## src/rtl/lcm_pkg.sv

```systemverilog
// Shared definitions for the lifecycle gate: stage codes, reason codes,
// opcode values and the per-opcode permission function.
// Assumes a 2-bit stage code whose numeric order is the life order.
package lcm_pkg;

    localparam int ST_W  = 2;
    localparam int IMG_W = 2 * ST_W;
    localparam int RSN_W = 3;
    localparam int NUM_STATES = 1 << ST_W;

    typedef enum logic [ST_W-1:0] {
        LC_FACTORY = 2'b00,
        LC_PROV    = 2'b01,
        LC_LOCKED  = 2'b10,
        LC_RETURN  = 2'b11
    } lc_state_e;

    typedef enum logic [RSN_W-1:0] {
        RSN_NONE     = 3'd0,
        RSN_BACKWARD = 3'd1,
        RSN_SKIP     = 3'd2,
        RSN_DENIED   = 3'd3,
        RSN_UNKNOWN  = 3'd4
    } rsn_e;

    localparam int OP_STATUS  = 0;
    localparam int OP_KEYPROV = 1;
    localparam int OP_SIGN    = 2;
    localparam int OP_DECAP   = 3;
    localparam int OP_CHOPEN  = 4;
    localparam int NUM_KNOWN_OPS = 5;

    // Bit s of the result is set when the opcode may run in stage s.
    function automatic logic [NUM_STATES-1:0] op_allow_mask(input int op);
        case (op)
            OP_STATUS:                     return 4'b1111;
            OP_KEYPROV:                    return 4'b0011;
            OP_SIGN, OP_DECAP, OP_CHOPEN:  return 4'b0110;
            default:                       return 4'b0000;
        endcase
    endfunction

    // Returns the stored code when its inverse copy matches, else the terminal stage.
    function automatic lc_state_e decode_image(input logic [IMG_W-1:0] img);
        if (img[IMG_W-1:ST_W] == ~img[ST_W-1:0])
            return lc_state_e'(img[ST_W-1:0]);
        return LC_RETURN;
    endfunction

endpackage

```

## src/rtl/lcm_state_reg.sv

```systemverilog
// Stage register with forward-only, single-step transition legality.
// Assumes the stage image is stable while rst_n is low.
// Produces a combinational refusal reason for the same cycle's request.
module lcm_state_reg
    import lcm_pkg::*;
(
    input  logic             clk,
    input  logic             rst_n,
    input  logic [IMG_W-1:0] boot_image_i,
    input  logic             adv_req_i,
    input  logic [ST_W-1:0]  adv_target_i,
    output lc_state_e        state_o,
    output rsn_e             adv_rsn_o
);

    logic [ST_W-1:0] next_code;
    logic            adv_ok;

    // Work out whether the request names exactly the following stage.
    always_comb begin
        next_code = state_o + ST_W'(1);
        adv_ok    = adv_req_i && (state_o != LC_RETURN) && (adv_target_i == next_code);
        if (!adv_req_i || adv_ok)
            adv_rsn_o = RSN_NONE;
        else if (adv_target_i <= state_o)
            adv_rsn_o = RSN_BACKWARD;
        else
            adv_rsn_o = RSN_SKIP;
    end

    // Load the stored stage in reset, otherwise step forward on a legal request.
    always_ff @(posedge clk) begin
        if (!rst_n)
            state_o <= decode_image(boot_image_i);
        else if (adv_ok)
            state_o <= lc_state_e'(adv_target_i);
    end

endmodule

```

## src/rtl/lcm_cmd_gate.sv

```systemverilog
// Combinational command gate: looks up the opcode in a permission table
// built per opcode from the package function, indexed by the current stage.
// Assumes opcodes at or above NUM_KNOWN_OPS are undefined.
module lcm_cmd_gate
    import lcm_pkg::*;
#(
    parameter int OP_W = 3
) (
    input  lc_state_e       state_i,
    input  logic            cmd_valid_i,
    input  logic [OP_W-1:0] cmd_op_i,
    output logic            permit_o,
    output logic            reject_o,
    output rsn_e            cmd_rsn_o
);

    localparam int NUM_OPS = 1 << OP_W;

    logic [NUM_STATES-1:0] allow_tbl [NUM_OPS];
    logic                  known_tbl [NUM_OPS];

    // One table row per opcode value.
    for (genvar i = 0; i < NUM_OPS; i++) begin : g_op
        assign allow_tbl[i] = op_allow_mask(i);
        assign known_tbl[i] = (i < NUM_KNOWN_OPS);
    end

    // Pick the verdict and reason for the presented opcode.
    always_comb begin
        permit_o  = 1'b0;
        reject_o  = 1'b0;
        cmd_rsn_o = RSN_NONE;
        if (cmd_valid_i) begin
            if (!known_tbl[cmd_op_i]) begin
                reject_o  = 1'b1;
                cmd_rsn_o = RSN_UNKNOWN;
            end else if (!allow_tbl[cmd_op_i][state_i]) begin
                reject_o  = 1'b1;
                cmd_rsn_o = RSN_DENIED;
            end else begin
                permit_o  = 1'b1;
            end
        end
    end

endmodule

```

## src/rtl/lcm_resp_reg.sv

```systemverilog
// Registers the command verdict and merges the two refusal sources into
// one error pulse. A stage-move refusal takes priority over a command one.
module lcm_resp_reg
    import lcm_pkg::*;
(
    input  logic clk,
    input  logic rst_n,
    input  logic permit_i,
    input  logic reject_i,
    input  rsn_e adv_rsn_i,
    input  rsn_e cmd_rsn_i,
    output logic permit_o,
    output logic reject_o,
    output logic err_pulse_o,
    output rsn_e err_code_o
);

    rsn_e sel_rsn;

    // Choose the reason to report this cycle.
    always_comb begin
        sel_rsn = (adv_rsn_i != RSN_NONE) ? adv_rsn_i : cmd_rsn_i;
    end

    // Hold the verdict and the error for exactly one cycle.
    always_ff @(posedge clk) begin
        if (!rst_n) begin
            permit_o    <= 1'b0;
            reject_o    <= 1'b0;
            err_pulse_o <= 1'b0;
            err_code_o  <= RSN_NONE;
        end else begin
            permit_o    <= permit_i;
            reject_o    <= reject_i;
            err_pulse_o <= (sel_rsn != RSN_NONE);
            err_code_o  <= sel_rsn;
        end
    end

endmodule

```

## src/rtl/lcm_top.sv

```systemverilog
// Lifecycle gate top: stage register, command gate and response register.
// Commands are judged against the stage held before a same-cycle move.
module lcm_top
    import lcm_pkg::*;
#(
    parameter int OP_W = 3
) (
    input  logic             clk,
    input  logic             rst_n,
    input  logic [IMG_W-1:0] boot_image_i,
    input  logic             adv_req_i,
    input  logic [ST_W-1:0]  adv_target_i,
    input  logic             cmd_valid_i,
    input  logic [OP_W-1:0]  cmd_op_i,
    output logic [ST_W-1:0]  state_o,
    output logic             cmd_permit_o,
    output logic             cmd_reject_o,
    output logic             err_pulse_o,
    output logic [RSN_W-1:0] err_code_o
);

    lc_state_e cur_state;
    rsn_e      adv_rsn;
    rsn_e      cmd_rsn;
    rsn_e      err_code;
    logic      permit_c;
    logic      reject_c;

    lcm_state_reg u_state (
        .clk          (clk),
        .rst_n        (rst_n),
        .boot_image_i (boot_image_i),
        .adv_req_i    (adv_req_i),
        .adv_target_i (adv_target_i),
        .state_o      (cur_state),
        .adv_rsn_o    (adv_rsn)
    );

    lcm_cmd_gate #(.OP_W(OP_W)) u_gate (
        .state_i     (cur_state),
        .cmd_valid_i (cmd_valid_i),
        .cmd_op_i    (cmd_op_i),
        .permit_o    (permit_c),
        .reject_o    (reject_c),
        .cmd_rsn_o   (cmd_rsn)
    );

    lcm_resp_reg u_resp (
        .clk         (clk),
        .rst_n       (rst_n),
        .permit_i    (permit_c),
        .reject_i    (reject_c),
        .adv_rsn_i   (adv_rsn),
        .cmd_rsn_i   (cmd_rsn),
        .permit_o    (cmd_permit_o),
        .reject_o    (cmd_reject_o),
        .err_pulse_o (err_pulse_o),
        .err_code_o  (err_code)
    );

    assign state_o    = cur_state;
    assign err_code_o = err_code;

endmodule

```

## config.mk

```make
export PLATFORM = sky130hd
export DESIGN_NAME = lcm_top
export DESIGN_NICKNAME = d
export VERILOG_FILES = /design/src/rtl/lcm_pkg.sv /design/src/rtl/lcm_state_reg.sv /design/src/rtl/lcm_cmd_gate.sv /design/src/rtl/lcm_resp_reg.sv /design/src/rtl/lcm_top.sv
export SDC_FILE = /design/constraint.sdc
export NUM_CORES = 1
export LEC_CHECK = 0
export BUFFER_PORTS_ARGS = -buffer_cell sky130_fd_sc_hd__buf_4
export CAP_MARGIN = 10
export CELL_PAD_IN_SITES_DETAIL_PLACEMENT = 2
export CELL_PAD_IN_SITES_GLOBAL_PLACEMENT = 2
export CORE_MARGIN = 4
export CORE_UTILIZATION = 25
export CTS_CLUSTER_SIZE = 16
export DETAILED_ROUTE_END_ITERATION = 16
export PLACE_DENSITY_LB_ADDON = 0.3
export SETUP_SLACK_MARGIN = 0.5
export SKIP_CTS_REPAIR_TIMING = 1
export SYNTH_ARGS = -nofsm -noshare
export SYNTH_HDL_FRONTEND = slang
export SYNTH_SLANG_ARGS = --single-unit
```

## constraint.sdc

```tcl
create_clock -name clk -period 3.57 [get_ports clk]
set_input_delay 0.1785 -clock clk [delete_from_list [all_inputs] [get_ports clk]]
set_output_delay 0.1785 -clock clk [all_outputs]
set_load 0.05 [all_outputs]
```

==> impl_metrics.json <==
{
  "htree_levels": 1,
  "final_layout_size_suffix_gt1_share_pct": 32.4,
  "dp_cells": 83,
  "grt_pass1_vias": 476,
  "regToRegEndpoint": "u_resp.err_code_o[0]",
  "gr-max-usage-layer": "met2",
  "detailed_place_hpwl_mm": 1.05,
  "min_to": "u_resp.err_pulse_o",
  "dieWidth_um": 50.0,
  "clockRootBuffer": "clkbuf_4",
  "worstHoldStart": "rst_n",
  "multi_input_area_um2": 245,
  "grt_use_total_pct": 11.0,
  "vias": 450,
  "hold_viol_final": 0,
  "syn_to_final_growth_pct": 43.8,
  "hold_depth": 3,
  "grt_setup_unrepaired": "false",
  "max_freq_ghz": 0.556,
  "ys_ff_latch": 8,
  "yosys-top-cells-area": "dfxtp_1 (27%), edfxtp_1 (14%), ha_1 (8.5%), nor2b_1 (8.5%), nand2_1 (4.3%)",
  "syn-num-nets": 64,
  "dieArea_mm2": 0.00250,
  "status": "finished clean",
  "slew_headroom_pct": 69.6,
  "io_buffers": 20,
  "vias_per_cell": 5.17,
  "grt_first_pass_wirelength_mm": 2.06,
  "placed_area_um2": 607,
  "yosysTopAreaCell": "dfxtp_1",
  "p_leak_nw": 0.281,
  "die_y_um": 50.0,
  "crit_required_ns": 3.72,
  "irDropWorstVdd_uv": 190,
  "powerDensity_mw_per_mm2": 412,
  "drt_iter0_drc": 2,
  "tightestPinTransition_ns": 0.453,
  "yosysSeqAreaShare_pct": 40.9,
  "cts_buffer_depth": 2,
  "numCtsBuffers": 3,
  "final_cells": 87,
  "wl_mm": 1.26,
  "groute.layer.met2.usage_pct": 22.0,
  "startpoint_type": "flop",
  "seq_area_um2": 180,
  "syn_inst": 48,
  "netlist_area_um2": 440,
  "nets": 88,
  "dr.pass1.iters": 2,
  "tritoncts": "built",
  "utilization_pct": 40.2,
  "r2r_slack_ns": 1.77,
  "cap_violations": 0,
  "start_util_pct": 27.9,
  "antenna_left": 0,
  "clk_pin_slew_ns": 0.06,
  "grt_antenna_before_repair": 0,
  "crit_fanout": 6,
  "finalInstanceArea_um2": 633,
  "finalMaxSlewViolations": 0,
  "fillers": 182,
  "synth_top_area_share_pct": 27.3,
  "min_period_over_period_pct": 50.3,
  "timing.rr.start": "u_state.state_o[0]",
  "io_pins": 21,
  "met3_usage_pct": 3.92,
  "gp_congestion": 0.697,
  "synth_common_cells": "dfxtp_1 (6), nor2b_1 (6), nand2_1 (5)",
  "clock_latency_ns": 0.25,
  "whs_ns": 0.215,
  "clock_skew_ns": 0.00717,
  "cp-end-kind": "flop",
  "core_mm2": 0.00158,
  "synth_edf_count": 2,
  "diodes": 0,
  "finalSetupTns_ns": 0,
  "routedWlPerCell_um": 14.5,
  "synthFlopType": "dfxtp_1",
  "rows": 14,
  "met1_usage_pct": 9.58,
  "drc": 0,
  "setup_violations": 0,
  "min_path_type": "in -> reg",
  "yosysWarnings": 0,
  "min_period_ns": 1.80,
  "avgSynthCellArea_um2": 9.18,
  "critical_path_class": "reg -> reg",
  "yosysUniqueCellTypes": 22,
  "grt_start_max_net_pins": 10,
  "cp.arrival_ns": 1.95,
  "rr_worst_depth": 4,
  "async_reset_ff_share_pct": 0,
  "clock-sinks": 8,
  "gr-total-overflow": 0
}
-- worst max-delay path: stages (launching register included) --
cell and delay [ns]:
edfxtp_1 0.47, ha_1 0.34, xor2_1 0.18, o31a_1 0.34
o41ai_1 0.37
-- cells by family (layout without fill, tap and decap cells) --
family | count (synthesis) | after routing | share of synthesized area, %
flip-flops | 8 | 8 | 40.9
adder cells (fa/ha/maj) | 3 | 3 | 8.52
AND/OR/NAND/NOR | 19 | 19 | 23.9
AO/OA/AOI/OAI | 11 | 11 | 17.3
XOR/XNOR | 3 | 3 | 5.97
buffers and inverters | 4 | 27 | 3.41
-- power by group --
group	internal, mW	leakage [nW]	switching (mW)	total [mW]
Combinational	0.0320	0.198	0.0511	0.0831
Sequential	0.100	0.0678	0.00378	0.104
Clock	0.0428	0.0150	0.0310	0.0738
Total	0.175	0.281	0.0860	0.261
-- state kept, by name, summed over array words and instances, names as in the netlist --
| register | cells |
|---|---|
| u_state.state_o | 2 |
| u_resp.err_code_o | 3 |
| u_resp.reject_o | 1 |
| u_resp.permit_o | 1 |
| u_resp.err_pulse_o | 1 |
-- worst max path at each step --
stage / slack (ns) / start / end / cells after the start
finish: 1.77 / u_state.state_o[0] / u_resp.err_code_o[0] / 4
global route: 1.61 / u_state.state_o[0] / u_resp.err_code_o[1] / 4
CTS: 1.74 / u_state.state_o[0] / u_resp.err_code_o[0] / 4
detailed placement: 1.76 / u_state.state_o[0] / u_resp.err_code_o[0] / 4
global placement: 1.86 / u_state.state_o[0] / u_resp.err_code_o[1] / 4
floorplan: 1.67 / u_state.state_o[0] / u_resp.err_code_o[0] / 4
-- per-layer routing --
| layer | share of wire, % | vias to the layer above |
|---|---|---|
| met4 | 0.64 | 0 |
| met5 | 0 | - |
| met3 | 6.9 | 2 |
| met2 | 56 | 16 |
| met1 | 37 | 211 |
| li1 | - | 221 |
-- cells in the final DEF, fill, tap and decap left out, types with 2 or more instances in the layout --
cell	synthesis	layout
dfxtp_1	6	6
nor2b_1	6	6
a21oi_1	2	2
xnor2_1	2	2
o41ai_1	2	2
nand2_1	5	5
o21ai_0	3	3
clkbuf_4	0	3
buf_4	0	20
nor4b_1	2	2
nor2_1	2	2
edfxtp_1	2	2
ha_1	3	3
inv_1	3	3
-- cell type report --
type | instances | share of cell area, %
Clock buffer | 4 | 4.15
Inverter | 3 | 1.78
Multi-Input combinational cell | 36 | 38.7
Sequential cell | 8 | 28.5
Tap cell | 16 | 3.16
Timing Repair Buffer | 20 | 23.7
-- through the flow --
step | setup slack (ns) | power (mW)
floorplan | 1.67 | 0.158
global placement | 1.86 | 0.187
finish | 1.77 | 0.261
detailed placement | 1.76 | 0.190
global route | 1.61 | 0.278
CTS | 1.74 | 0.266
Power figures use the tool's default switching activity.
